`src/rtl/div3_pkg.sv`:
```
// Shared definitions for the divide-by-three clock generator.
// Assumes a two-bit modulo-3 counter whose code 3 is never entered in normal use.
package div3_pkg;
    localparam int CNT_W = 2;

    typedef enum logic [CNT_W-1:0] {
        CNT_S0  = 2'b00,
        CNT_S1  = 2'b01,
        CNT_S2  = 2'b10,
        CNT_BAD = 2'b11
    } cnt_state_t;

    // Next code for the modulo-3 sequence; the illegal code falls back to zero.
    function automatic cnt_state_t cnt_next(input cnt_state_t cur);
        case (cur)
            CNT_S0:  return CNT_S1;
            CNT_S1:  return CNT_S2;
            default: return CNT_S0;
        endcase
    endfunction
endpackage

```
`src/rtl/div3_mod3_counter.sv`:
```
// Modulo-3 counter clocked on the rising input edge.
// Assumes rst_n is synchronous and active low; code 3 self-clears.
module div3_mod3_counter
    import div3_pkg::*;
(
    input  logic       clk,
    input  logic       rst_n,
    output cnt_state_t state
);
    cnt_state_t state_q;

    // Advance the count once per rising edge.
    always_ff @(posedge clk) begin
        if (!rst_n) state_q <= CNT_S0;
        else        state_q <= cnt_next(state_q);
    end

    assign state = state_q;

    // order of the sequence, and recovery from the illegal code
    assert_seq_s0_R2:  assert property (@(posedge clk) disable iff (!rst_n)
        (state_q == CNT_S0) |=> (state_q == CNT_S1));
    assert_seq_s1_R2:  assert property (@(posedge clk) disable iff (!rst_n)
        (state_q == CNT_S1) |=> (state_q == CNT_S2));
    assert_seq_s2_R2:  assert property (@(posedge clk) disable iff (!rst_n)
        (state_q == CNT_S2) |=> (state_q == CNT_S0));
    assert_bad_clr_R2: assert property (@(posedge clk) disable iff (!rst_n)
        (state_q == CNT_BAD) |=> (state_q == CNT_S0));
endmodule

```
`src/rtl/div3_neg_retime.sv`:
```
// Copies one bit onto the falling input edge, delaying it by half a period.
// Assumes the input bit changes only after rising edges; rst_n is sampled on the falling edge.
module div3_neg_retime (
    input  logic clk,
    input  logic rst_n,
    input  logic d,
    output logic q
);
    logic q_r;

    // Capture on the falling edge.
    always_ff @(negedge clk) begin
        if (!rst_n) q_r <= 1'b0;
        else        q_r <= d;
    end

    assign q = q_r;
endmodule

```
`src/rtl/div3_half_tap.sv`:
```
// Spare flop that gives clk/2, or ties off when disabled by parameter.
// Assumes a synchronous active-low reset.
module div3_half_tap #(
    parameter bit ENABLE = 1'b1
) (
    input  logic clk,
    input  logic rst_n,
    output logic tap
);
    generate
        if (ENABLE) begin : g_on
            logic tog_q;

            // Toggle on every rising edge.
            always_ff @(posedge clk) begin
                if (!rst_n) tog_q <= 1'b0;
                else        tog_q <= ~tog_q;
            end

            assign tap = tog_q;

            // the tap changes at every rising edge once out of reset
            assert_toggle_R8: assert property (@(posedge clk) disable iff (!rst_n)
                $past(rst_n) |-> (tog_q != $past(tog_q)));
        end else begin : g_off
            assign tap = 1'b0;
        end
    endgenerate
endmodule

```
`src/rtl/div3_clock_divider.sv`:
```
// Top level: divides clk_in by three with an even duty cycle.
// The counter's bit 0 is ORed with its falling-edge copy, so the output stays high
// for three half-periods. Assumes clk_in runs freely and rst_n is synchronous, active low.
module div3_clock_divider
    import div3_pkg::*;
#(
    parameter bit HALF_TAP_EN = 1'b1
) (
    input  logic clk_in,
    input  logic rst_n,
    output logic div3_out,
    output logic div3_raw,
    output logic div2_out
);
    cnt_state_t cnt;
    logic       tap_bit;
    logic       tap_late;

    div3_mod3_counter u_cnt (
        .clk   (clk_in),
        .rst_n (rst_n),
        .state (cnt)
    );

    // Take the low counter bit as the one-third duty tap.
    always_comb tap_bit = cnt[0];

    div3_neg_retime u_late (
        .clk   (clk_in),
        .rst_n (rst_n),
        .d     (tap_bit),
        .q     (tap_late)
    );

    div3_half_tap #(.ENABLE(HALF_TAP_EN)) u_half (
        .clk   (clk_in),
        .rst_n (rst_n),
        .tap   (div2_out)
    );

    // Merge the tap with its late copy to stretch the high phase.
    always_comb begin
        div3_raw = tap_bit;
        div3_out = tap_bit | tap_late;
    end

    // the raw tap is high for one rising-edge period only
    assert_raw_single_R3: assert property (@(posedge clk_in) disable iff (!rst_n)
        div3_raw |=> !div3_raw);
    // the late copy is high only while the counter sits in code 2
    assert_late_align_R5: assert property (@(negedge clk_in) disable iff (!rst_n)
        tap_late |-> (cnt == CNT_S2));
    // sampled at rising edges the output repeats high, low, low
    assert_out_pattern_R4: assert property (@(posedge clk_in) disable iff (!rst_n)
        div3_out |=> !div3_out ##1 !div3_out);
    // with reset held for a full period, everything reads low
    assert_reset_low_R1: assert property (@(posedge clk_in)
        (!rst_n && $past(!rst_n)) |-> (!div3_raw && !div2_out));
endmodule

```
`config.mk`:
```
export PLATFORM = sky130hd
export DESIGN_NAME = div3_clock_divider
export DESIGN_NICKNAME = d
export VERILOG_FILES = /design/src/rtl/div3_pkg.sv /design/src/rtl/div3_mod3_counter.sv /design/src/rtl/div3_neg_retime.sv /design/src/rtl/div3_half_tap.sv /design/src/rtl/div3_clock_divider.sv
export SDC_FILE = /design/constraint.sdc
export NUM_CORES = 1
export LEC_CHECK = 0
export ABC_AREA = 1
export BUFFER_PORTS_ARGS = -buffer_cell sky130_fd_sc_hd__buf_2
export CORE_AREA = 2 2 39 41
export DETAILED_ROUTE_END_ITERATION = 6
export DIE_AREA = 0 0 41 43
export HOLD_SLACK_MARGIN = 0.15
export PLACE_DENSITY = 0.3
export SLEW_MARGIN = 20
export SYNTH_ARGS = -nofsm -noshare
export SYNTH_HDL_FRONTEND = slang
export SYNTH_SLANG_ARGS = --single-unit
```
`constraint.sdc`:
```
create_clock -name clk_in -period 0.84 [get_ports clk_in]
set_input_delay 0.168 -clock clk_in [delete_from_list [all_inputs] [get_ports clk_in]]
set_output_delay 0.168 -clock clk_in [all_outputs]
set_load 0.005 [all_outputs]
```
# Word-level counts from Yosys, hierarchy flattened
# Index checks and enable logic that the tools add are counted.
totals:
  ff_bits: 4
classes:
  eq_ne: 1
  muxes: 1
  bitwise_logic: 2
  reduce_logical: 1
ops:
  columns: ["cell", "count"]
  rows:
  - ["case mux 2 bit (2 select lines)", 1]
  - ["== test 2 x 1 -> 1 bit, second input constant", 1]
  - ["zero test 2 bit", 1]
  - ["inverter 1 bit", 1]
  - ["OR 1 bit", 1]

# Logic depth before layout (Yosys ltp)
# Gate-level depths: netlist of run 1.
logic_depth:
  word_depth: 2
  ltp_mapped: 3
  depth_no_buf: 3

# Modules after synthesis
# Synthesis of run 1 repeated with hierarchy kept, for this count alone.
hier_totals:
  cells_unflattened: 17
  area_unflattened_um2: 131.4
by_module_without_submodules:
  columns: ["module", "instances", "cells_per_inst", "area_each_um2", "seq_area_each_um2"]
  rows:
  - ["div3_mod3_counter", 1, 7, 58.8, 40.0]
  - ["div3_neg_retime", 1, 4, 31.3, 20.0]
  - ["div3_half_tap", 1, 3, 30.0, 20.0]
  - ["div3_clock_divider", 1, 3, 11.3, 0.0]

==> reports/metrics.csv, run 1 <==
stage,metric,value,unit
run_status,run_status,finished with violations,
run_status,violations_in_the_final_reports,setup timing,
sta,max-slew-margin-rel,94.7,%
synth,synthCells,15,
synth,yosys-top-cells-area,"dfxtp_1, inv_1, nor2_1",
place,port_buffers,4,
synth,mappedNetlistArea,124,um2
detailed_routing,initialDrtViolationCount,3,
cts,cts_tree,built,
synth,post_synthesis_area_per_instance,8.26,um2
synth,synthTopCellsByCount,"inv_1, dfxtp_1, nor2_1",
synth,synth_area_leader_cell,dfxtp_1,
synth,seq_area_frac_synth,64.6,%
cts,cts_hold_buf,0,
synth,yosysMostFrequentCell,inv_1,
floorplanning,effective_utilization_at_floorplan,8.95,%
detailed_routing,post_drt_via_cell_ratio,2.85,
synth,async_flop_share,0,%
hold_path,hold_path.startpoint,rst_n,
sta,measured_slew_at_the_worst_slew_check_pin,0.0793,ns
worst_setup_path,worstReg2RegEnd,u_late.q$_SDFF_NN0_,
layout,final_nets,28,
place,place_inst,37,
sta,hold_violations,0,
cts,cts_num_sinks,4,
detailed_routing,routed-via-count,117,
synth,synthDominantCellAreaShare,64.6,%
place,gp_routability_congestion,0.487,
sta,report.final.slew_viol_count,0,
detailed_routing,remaining_drc_errors,0,
worst_setup_path,path_max_fanout,1,
synth,synth-edff-count,0,
floorplanning,rows,14,
detailed_routing,ant_nets,0,
synth,yosys_warnings,0,
global_routing,wire_length_of_the_first_global_routing_pass,476,um
floorplanning,die_h,43,um
worst_setup_path,path_class,reg2out,
floorplanning,floorplan.core_area,1380,um2
cts,clk_transition_reported_paths,0.04,ns
cts,buffers_from_clock_root_to_sink_at_most,2,
power,total_leakage_power,0.118,nW
detailed_routing,drt-wirelength-per-cell,6.22,um
worst_setup_path,r2r_setup_slack,-0.04,ns
floorplanning,die_area,1760,um2
layout,area_growth,77.8,%
global_routing,antenna_found_initial,0,
job,drv.max_cap_violation_count,0,
synth,yosys_register_bits,4,
cts,cts-buffers-inserted,3,
sta,grt_setup_unrepaired,yes,
detailed_routing,route.final.wire_length,255,um
sta,timing.clock.skew,0.0530,ns
power,max-vdd-ir-drop,0.000762,V
global_routing,grt-ovfl-total,0,
global_routing,first_global_vias,134,
synth,yosys_most_used_dff,dfxtp_1,
worst_setup_path,timing.rr.start,u_cnt.state[0]$_SDFF_PN0_,
floorplanning,ioPinCount,5,
hold_path,min_delay_path_depth,4,
global_routing,globalRouteTotalUtil,5.22,%
detailed_routing,detailedRoute.firstPassIterationCount,2,
worst_setup_path,cp_startpoint_kind,flip-flop,
power,p_per_area,2510,nW/um2
place,place_ws,-0.340,ns
place,hpwlAfterDp,180,um
cts,ctsHtreeMaxLevel,1,
worst_setup_path,r2r.worst_path.cells,2,
sta,setup-violations-final,3,
worst_setup_path,timing.critical_path.required,0.67,ns
layout,insertedDiodeCount,0,
synth,net_count_after_synthesis,17,
worst_setup_path,cp-end-kind,primary output,
cts,clock_tree.root_cell,clkbuf_4,
cts,insertion_delay,0.29,ns
floorplanning,die_width,41,um
worst_setup_path,cp.arrival,1.31,ns
synth,yosys.cell_types.count,5,
layout,number_of_cells_in_the_finished_layout_apart_from_fillers,41,
global_routing,grt_start_max_net_pins,5,
layout,drive_above_1_share,44.0,%
hold_path,holdCritPathClass,in2reg,
cts,post-cts-setup-buffer-count,0,
sta,fin_ws,-0.640,ns
layout,fillers,165,
hold_path,hold_path_end,u_half.tap$_SDFF_PN0_,
[area by class of cell]
type	instances	area (um2)	share of cell area (%)
sequential	4	82.6	37.5
clock inverter	1	3.75	1.70
tap	16	20.0	9.09
clock buffer	4	26.3	11.9
inverter	4	15.0	6.82
timing repair buffer	6	47.5	21.6
multi-input combinational	6	25.0	11.4
[power breakdown]
group / switching (mW) / internal [mW] / total (mW) / leakage [nW]
Clock: 0.0969 / 0.185 / 0.282 / 0.0203
Combinational: 0.0195 / 0.0347 / 0.0543 / 0.0638
Sequential: 0.00833 / 0.207 / 0.215 / 0.0336
Total: 0.125 / 0.427 / 0.552 / 0.118
[how the worst max path moves through the flow]
stage                        start       end  cells after the start  slack (ns)
6_report       u_late.q$_SDFF_NN0_  div3_out                      2       -0.64
5_1_grt        u_late.q$_SDFF_NN0_  div3_out                      2       -0.68
4_1_cts        u_late.q$_SDFF_NN0_  div3_out                      2       -0.65
3_5_place_dp   u_late.q$_SDFF_NN0_  div3_out                      2       -0.34
3_3_place_gp   u_late.q$_SDFF_NN0_  div3_out                      2       -0.33
2_1_floorplan  u_late.q$_SDFF_NN0_  div3_out                      1       -0.22
[stage by stage]
stage	instance area (um2)	power (mW)	TNS (ns)	utilization, %	hold slack [ns]
floorplan	125	0.248	-0.306	-	0.275
global placement	180	0.275	-0.399	13.0	0.395
detailed placement	180	0.277	-0.425	13.0	0.398
CTS	208	0.559	-0.715	15.0	0.252
global route	220	0.614	-0.841	15.9	0.271
finish	220	0.552	-0.686	15.9	0.254
[critical path: stages, from the launching register on]
cell and delay, ns:
dfxtp_1 0.28, or2_1 0.20, buf_2 0.12
[cells by family after synthesis]
| kind of cell | Yosys count | share of synthesized area (%) |
|---|---|---|
| AND/OR/NAND/NOR | 6 | 20.2 |
| flip-flops | 4 | 64.6 |
| buffers and inverters | 5 | 15.2 |
[flip-flops by register name, summed over array words and instances, names as in the netlist]
register     count
u_cnt.state      2
u_half.tap       1
u_late.q         1
[metal layers]
metal	wire (um)	up-vias	track usage, %
met5	0	-	0
met4	9	0	4.00
met3	56	2	9.42
met2	79	9	5.00
met1	110	47	3.85
li1	-	59	-
[placed cells by master (no fill, tap or decap), drive strengths merged]
cell type and n:
or2 1, nor2 3, buf 6, clkbuf 4, dfxtp 4, inv 5, nand2 2
[timing repair]
item / in CTS / in global routing
pin swaps: 0 / 0
resized for setup: 1 / 2
endpoints found under the setup margin: 4 / 4
(Power assumes the default switching activity.)
==> run 2: changes to the inputs <==
Settings changed: ABC_AREA 1 to unset.
==> run 2 against run 1 <==
Against the previous run:
- the flow still finishes with violations (setup timing)
- die area unchanged
- first-iteration DRC count unchanged
- area after synthesis is 2.0% higher
- clock power decreased by 2%
- worst setup slack better by 0.021 ns
- synthesized cell count fell by 33%
- power is 2.9% higher
- non-clock buffer count grew 2
- critical path depth is the same
==> reports/metrics.csv, run 2 <==
stage,metric,value,unit,change
synth,yosys-top-cells-area,"dfxtp_1, nor3b_2, and3b_2",,"was dfxtp_1, inv_1, nor2_1"
layout,fillers,159,,was 165
synth,async_flop_share,0,%,unchanged
worst_setup_path,timing.rr.start,u_cnt.state[0]$_SDFF_PN0_,,unchanged
power,share_seq_of_total_power,37.5,%,was 39.0%
synth,synth-edff-count,0,,unchanged
floorplanning,rows,14,,unchanged
power,swShare,21.1,%,was 22.6%
synth,synthDominantCellAreaShare,63.4,%,was 64.6%
power,internal-power,448,uW,was 427 uW
layout,largest_register_ffs,2,,unchanged
global_routing,antenna_found_initial,0,,unchanged
power,power.combinational.fraction,13.7,%,was 9.8%
worst_setup_path,cp.arrival,1.29,ns,was 1.31 ns
floorplanning,effective_utilization_at_floorplan,9.13,%,was 8.95%
layout,insertedDiodeCount,0,,unchanged
synth,yosys_warnings,0,,unchanged
synth,mappedNetlistArea,126,um2,was 124 um2
synth,seq_area_frac_synth,63.4,%,was 64.6%
synth,post_synthesis_area_per_instance,12.6,um2,was 8.26 um2
power,total_leakage_power,0.116,nW,was 0.118 nW
synth,yosys_most_used_dff,dfxtp_1,,unchanged
layout,mostFrequentLayoutCells,"buf_6, clkbuf_4, buf_2",,"was inv_1, nor2_1, clkbuf_4"
layout,multiInputGateArea,43.8,um2,was 25.0 um2
power,p_per_area,2330,nW/um2,was 2510 nW/um2
synth,post_synth_xor_area_fraction,0,%,unchanged
hold_path,hold_path.startpoint,rst_n,,unchanged
run_status,violations_in_the_final_reports,setup timing,,unchanged
floorplanning,floorplan.core_area,1380,um2,unchanged
cts,clk_transition_reported_paths,0.04,ns,about the same
floorplanning,ioPinCount,5,,unchanged
sta,max-slew-margin-rel,92.9,%,was 94.7%
layout,final_nets,25,,was 28
worst_setup_path,timing.critical_path.slowest_cell_delay,0.28,ns,about the same
job,drv.max_cap_violation_count,0,,unchanged
detailed_routing,routed-via-count,101,,was 117
worst_setup_path,critPathSlowestCell,dfxtp_1,,unchanged
sta,grt_setup_unrepaired,yes,,unchanged
cts,cts-buffers-inserted,3,,unchanged
place,gp_routability_congestion,0.555,,was 0.487
hold_path,hold_path_end,u_half.tap$_SDFF_PN0_,,unchanged
sta,timing.clock.skew,0.0547,ns,was 0.0530 ns
worst_setup_path,cp_startpoint_kind,flip-flop,,unchanged
synth,dominant_combinational_cell_family_by_area_after_synthesis,simple AND/OR/NAND/NOR gates,,unchanged
worst_setup_path,r2r.worst_path.cells,4,,was 2
sta,finalHoldWorstSlack,0.277,ns,was 0.254 ns
power,net-switching-power,120,uW,was 125 uW
synth,synthCells,10,,was 15
worst_setup_path,path_max_fanout,1,,unchanged
sta,report.final.slew_viol_count,0,,unchanged
synth,net_count_after_synthesis,12,,was 17
global_routing,first_global_vias,113,,was 134
detailed_routing,post_drt_via_cell_ratio,2.66,,was 2.85
hold_path,holdCritPathClass,in2reg,,unchanged
detailed_routing,ant_nets,0,,unchanged
power,total_power,568,uW,was 552 uW
synth,synth_simple_gate_area_share,33.7,%,was 20.2%
layout,drive_above_1_share,72.7,%,was 44.0%
sta,hold_violations,0,,unchanged
cts,cts_num_sinks,4,,unchanged
synth,yosysMostFrequentCell,dfxtp_1,,was inv_1
cts,cts_tree,built,,unchanged
hold_path,min_delay_path_depth,3,,was 4
place,port_buffers,4,,unchanged
sta,fin_ws,-0.619,ns,was -0.640 ns
layout,most_frequent_standard_cell_in_the_layout_excluding_fill_and_tap_cells,buf_6,,was inv_1
worst_setup_path,cp_top_family,flip-flops,,unchanged
global_routing,grt_start_max_net_pins,4,,was 5
worst_setup_path,cp-end-kind,primary output,,unchanged
detailed_routing,drt-wirelength-per-cell,5.53,um,was 6.22 um
floorplanning,die_area,1760,um2,unchanged
worst_setup_path,timing.critical_path.required,0.67,ns,about the same
worst_setup_path,worstPathCellList,"or2_1, buf_2",,unchanged
sta,measured_slew_at_the_worst_slew_check_pin,0.107,ns,was 0.0793 ns
worst_setup_path,r2r_setup_slack,-0.07,ns,was -0.04 ns
synth,synth_area_leader_cell,dfxtp_1,,unchanged
run_status,run_status,finished with violations,,unchanged
sta,setup-violations-final,4,,was 3
global_routing,grt-ovfl-total,0,,unchanged
cts,insertion_delay,0.28,ns,was 0.29 ns
floorplanning,die_width,41,um,unchanged
power,clock_power_share,48.8,%,was 51.1%
cts,clock_tree.root_cell,clkbuf_4,,unchanged
detailed_routing,remaining_drc_errors,0,,unchanged
synth,yosys-mux-area-fraction,0,%,unchanged
synth,yosys.cell_types.count,7,,was 5
worst_setup_path,worstReg2RegEnd,u_cnt.state[1]$_SDFF_PN0_,,was u_late.q$_SDFF_NN0_
detailed_routing,route.final.wire_length,210,um,was 255 um
layout,area_growth,93.1,%,was 77.8%
global_routing,wire_length_of_the_first_global_routing_pass,386,um,was 476 um
floorplanning,die_h,43,um,unchanged
cts,buffers_from_clock_root_to_sink_at_most,2,,unchanged
global_routing,globalRouteTotalUtil,3.91,%,was 5.22%
detailed_routing,initialDrtViolationCount,3,,unchanged
cts,ctsHtreeMaxLevel,1,,unchanged
synth,synth_compound_area_share,0,%,unchanged
synth,synth_adder_area_share,0,%,unchanged
worst_setup_path,path_class,reg2out,,unchanged
layout,register_area,82.6,um2,unchanged
synth,yosys_register_bits,4,,unchanged
detailed_routing,detailedRoute.firstPassIterationCount,2,,unchanged
worst_setup_path,critical_path.n_buffers_inverters,1,,unchanged
power,max-vdd-ir-drop,0.000275,V,was 0.000762 V
-- run 2: cell types whose count changed after synthesis --
cell,before,now
and3b_2,0,1
nor2b_1,0,1
nand2_1,2,0
nor3b_2,0,1
inv_1,5,1
nor2_1,3,0
and2_2,0,1
-- run 2: how the worst max path moves through the flow --
stage,depth (start not counted),start,endpoint
2_1_floorplan,1,u_late.q$_SDFF_NN0_,div3_out
3_3_place_gp,2,u_late.q$_SDFF_NN0_,div3_out
3_5_place_dp,2,u_late.q$_SDFF_NN0_,div3_out
4_1_cts,2,u_late.q$_SDFF_NN0_,div3_out
5_1_grt,2,u_late.q$_SDFF_NN0_,div3_out
6_report,2,u_late.q$_SDFF_NN0_,div3_out
-- run 2: stage by stage --
| stage | utilization, % | instance area [um2] | cells | setup WS, ns | TNS [ns] |
|---|---|---|---|---|---|
| 2_1_floorplan | - | 129 | 10 | -0.224 | -0.359 |
| 3_3_place_gp | 13.8 | 191 | 33 | -0.330 | -0.459 |
| 3_5_place_dp | 13.8 | 191 | 33 | -0.329 | -0.458 |
| 4_1_cts | 17.6 | 244 | 38 | -0.634 | -0.976 |
| 5_1_grt | 17.6 | 244 | 38 | -0.672 | -1.11 |
| 6_report | 17.6 | 244 | 38 | -0.619 | -0.937 |
-- run 2: kinds of logic (layout without fill, tap and decap cells) --
logic type | count (synthesis) | count (layout)
buffers and inverters | 1 | 13
DFF | 4 | 4
and+or+nand+nor | 5 | 5
-- run 2: final cells by class --
cell class              instances  area share [%]
clock buffers                   4            10.8
clock inverters                 1            1.54
multi-input cells               5            17.9
flip-flops and latches          4            33.8
well taps                      16            8.21
repair buffers                  8            27.7
-- run 2: per-layer routing --
metal	vias up	track usage [%]	share of wire (%)
met2	2	4.06	56
met5	-	0	0
met4	0	10.0	0
met1	42	3.53	40
li1	57	-	-
met3	0	0	3.3
-- run 2: power by group through the flow --
| stage | combinational (mW) | sequential (mW) | clock, mW |
|---|---|---|---|
| after floorplan | 0.0181 | 0.218 | 0.0149 |
| after global placement | 0.0569 | 0.215 | 0.0149 |
| after detailed placement | 0.0566 | 0.215 | 0.0149 |
| after CTS | 0.0787 | 0.213 | 0.292 |
| after global routing | 0.0854 | 0.215 | 0.305 |
| final | 0.0776 | 0.213 | 0.277 |
-- run 2: worst reg2reg max path, cell delays in order, from the launching register on --
cell,delay [ns]
dfxtp_2,0.31
buf_6,0.11
buf_6,0.11
buf_6,0.10
and3b_2,0.18
-- run 2: timing repair --
item                                    CTS  global route
setup buffers                             1             0
resized for setup                         5             0
hold buffers                              0             0
endpoints found under the setup margin    5             6
hold endpoints to repair                  0             0
pin swaps                                 2             0
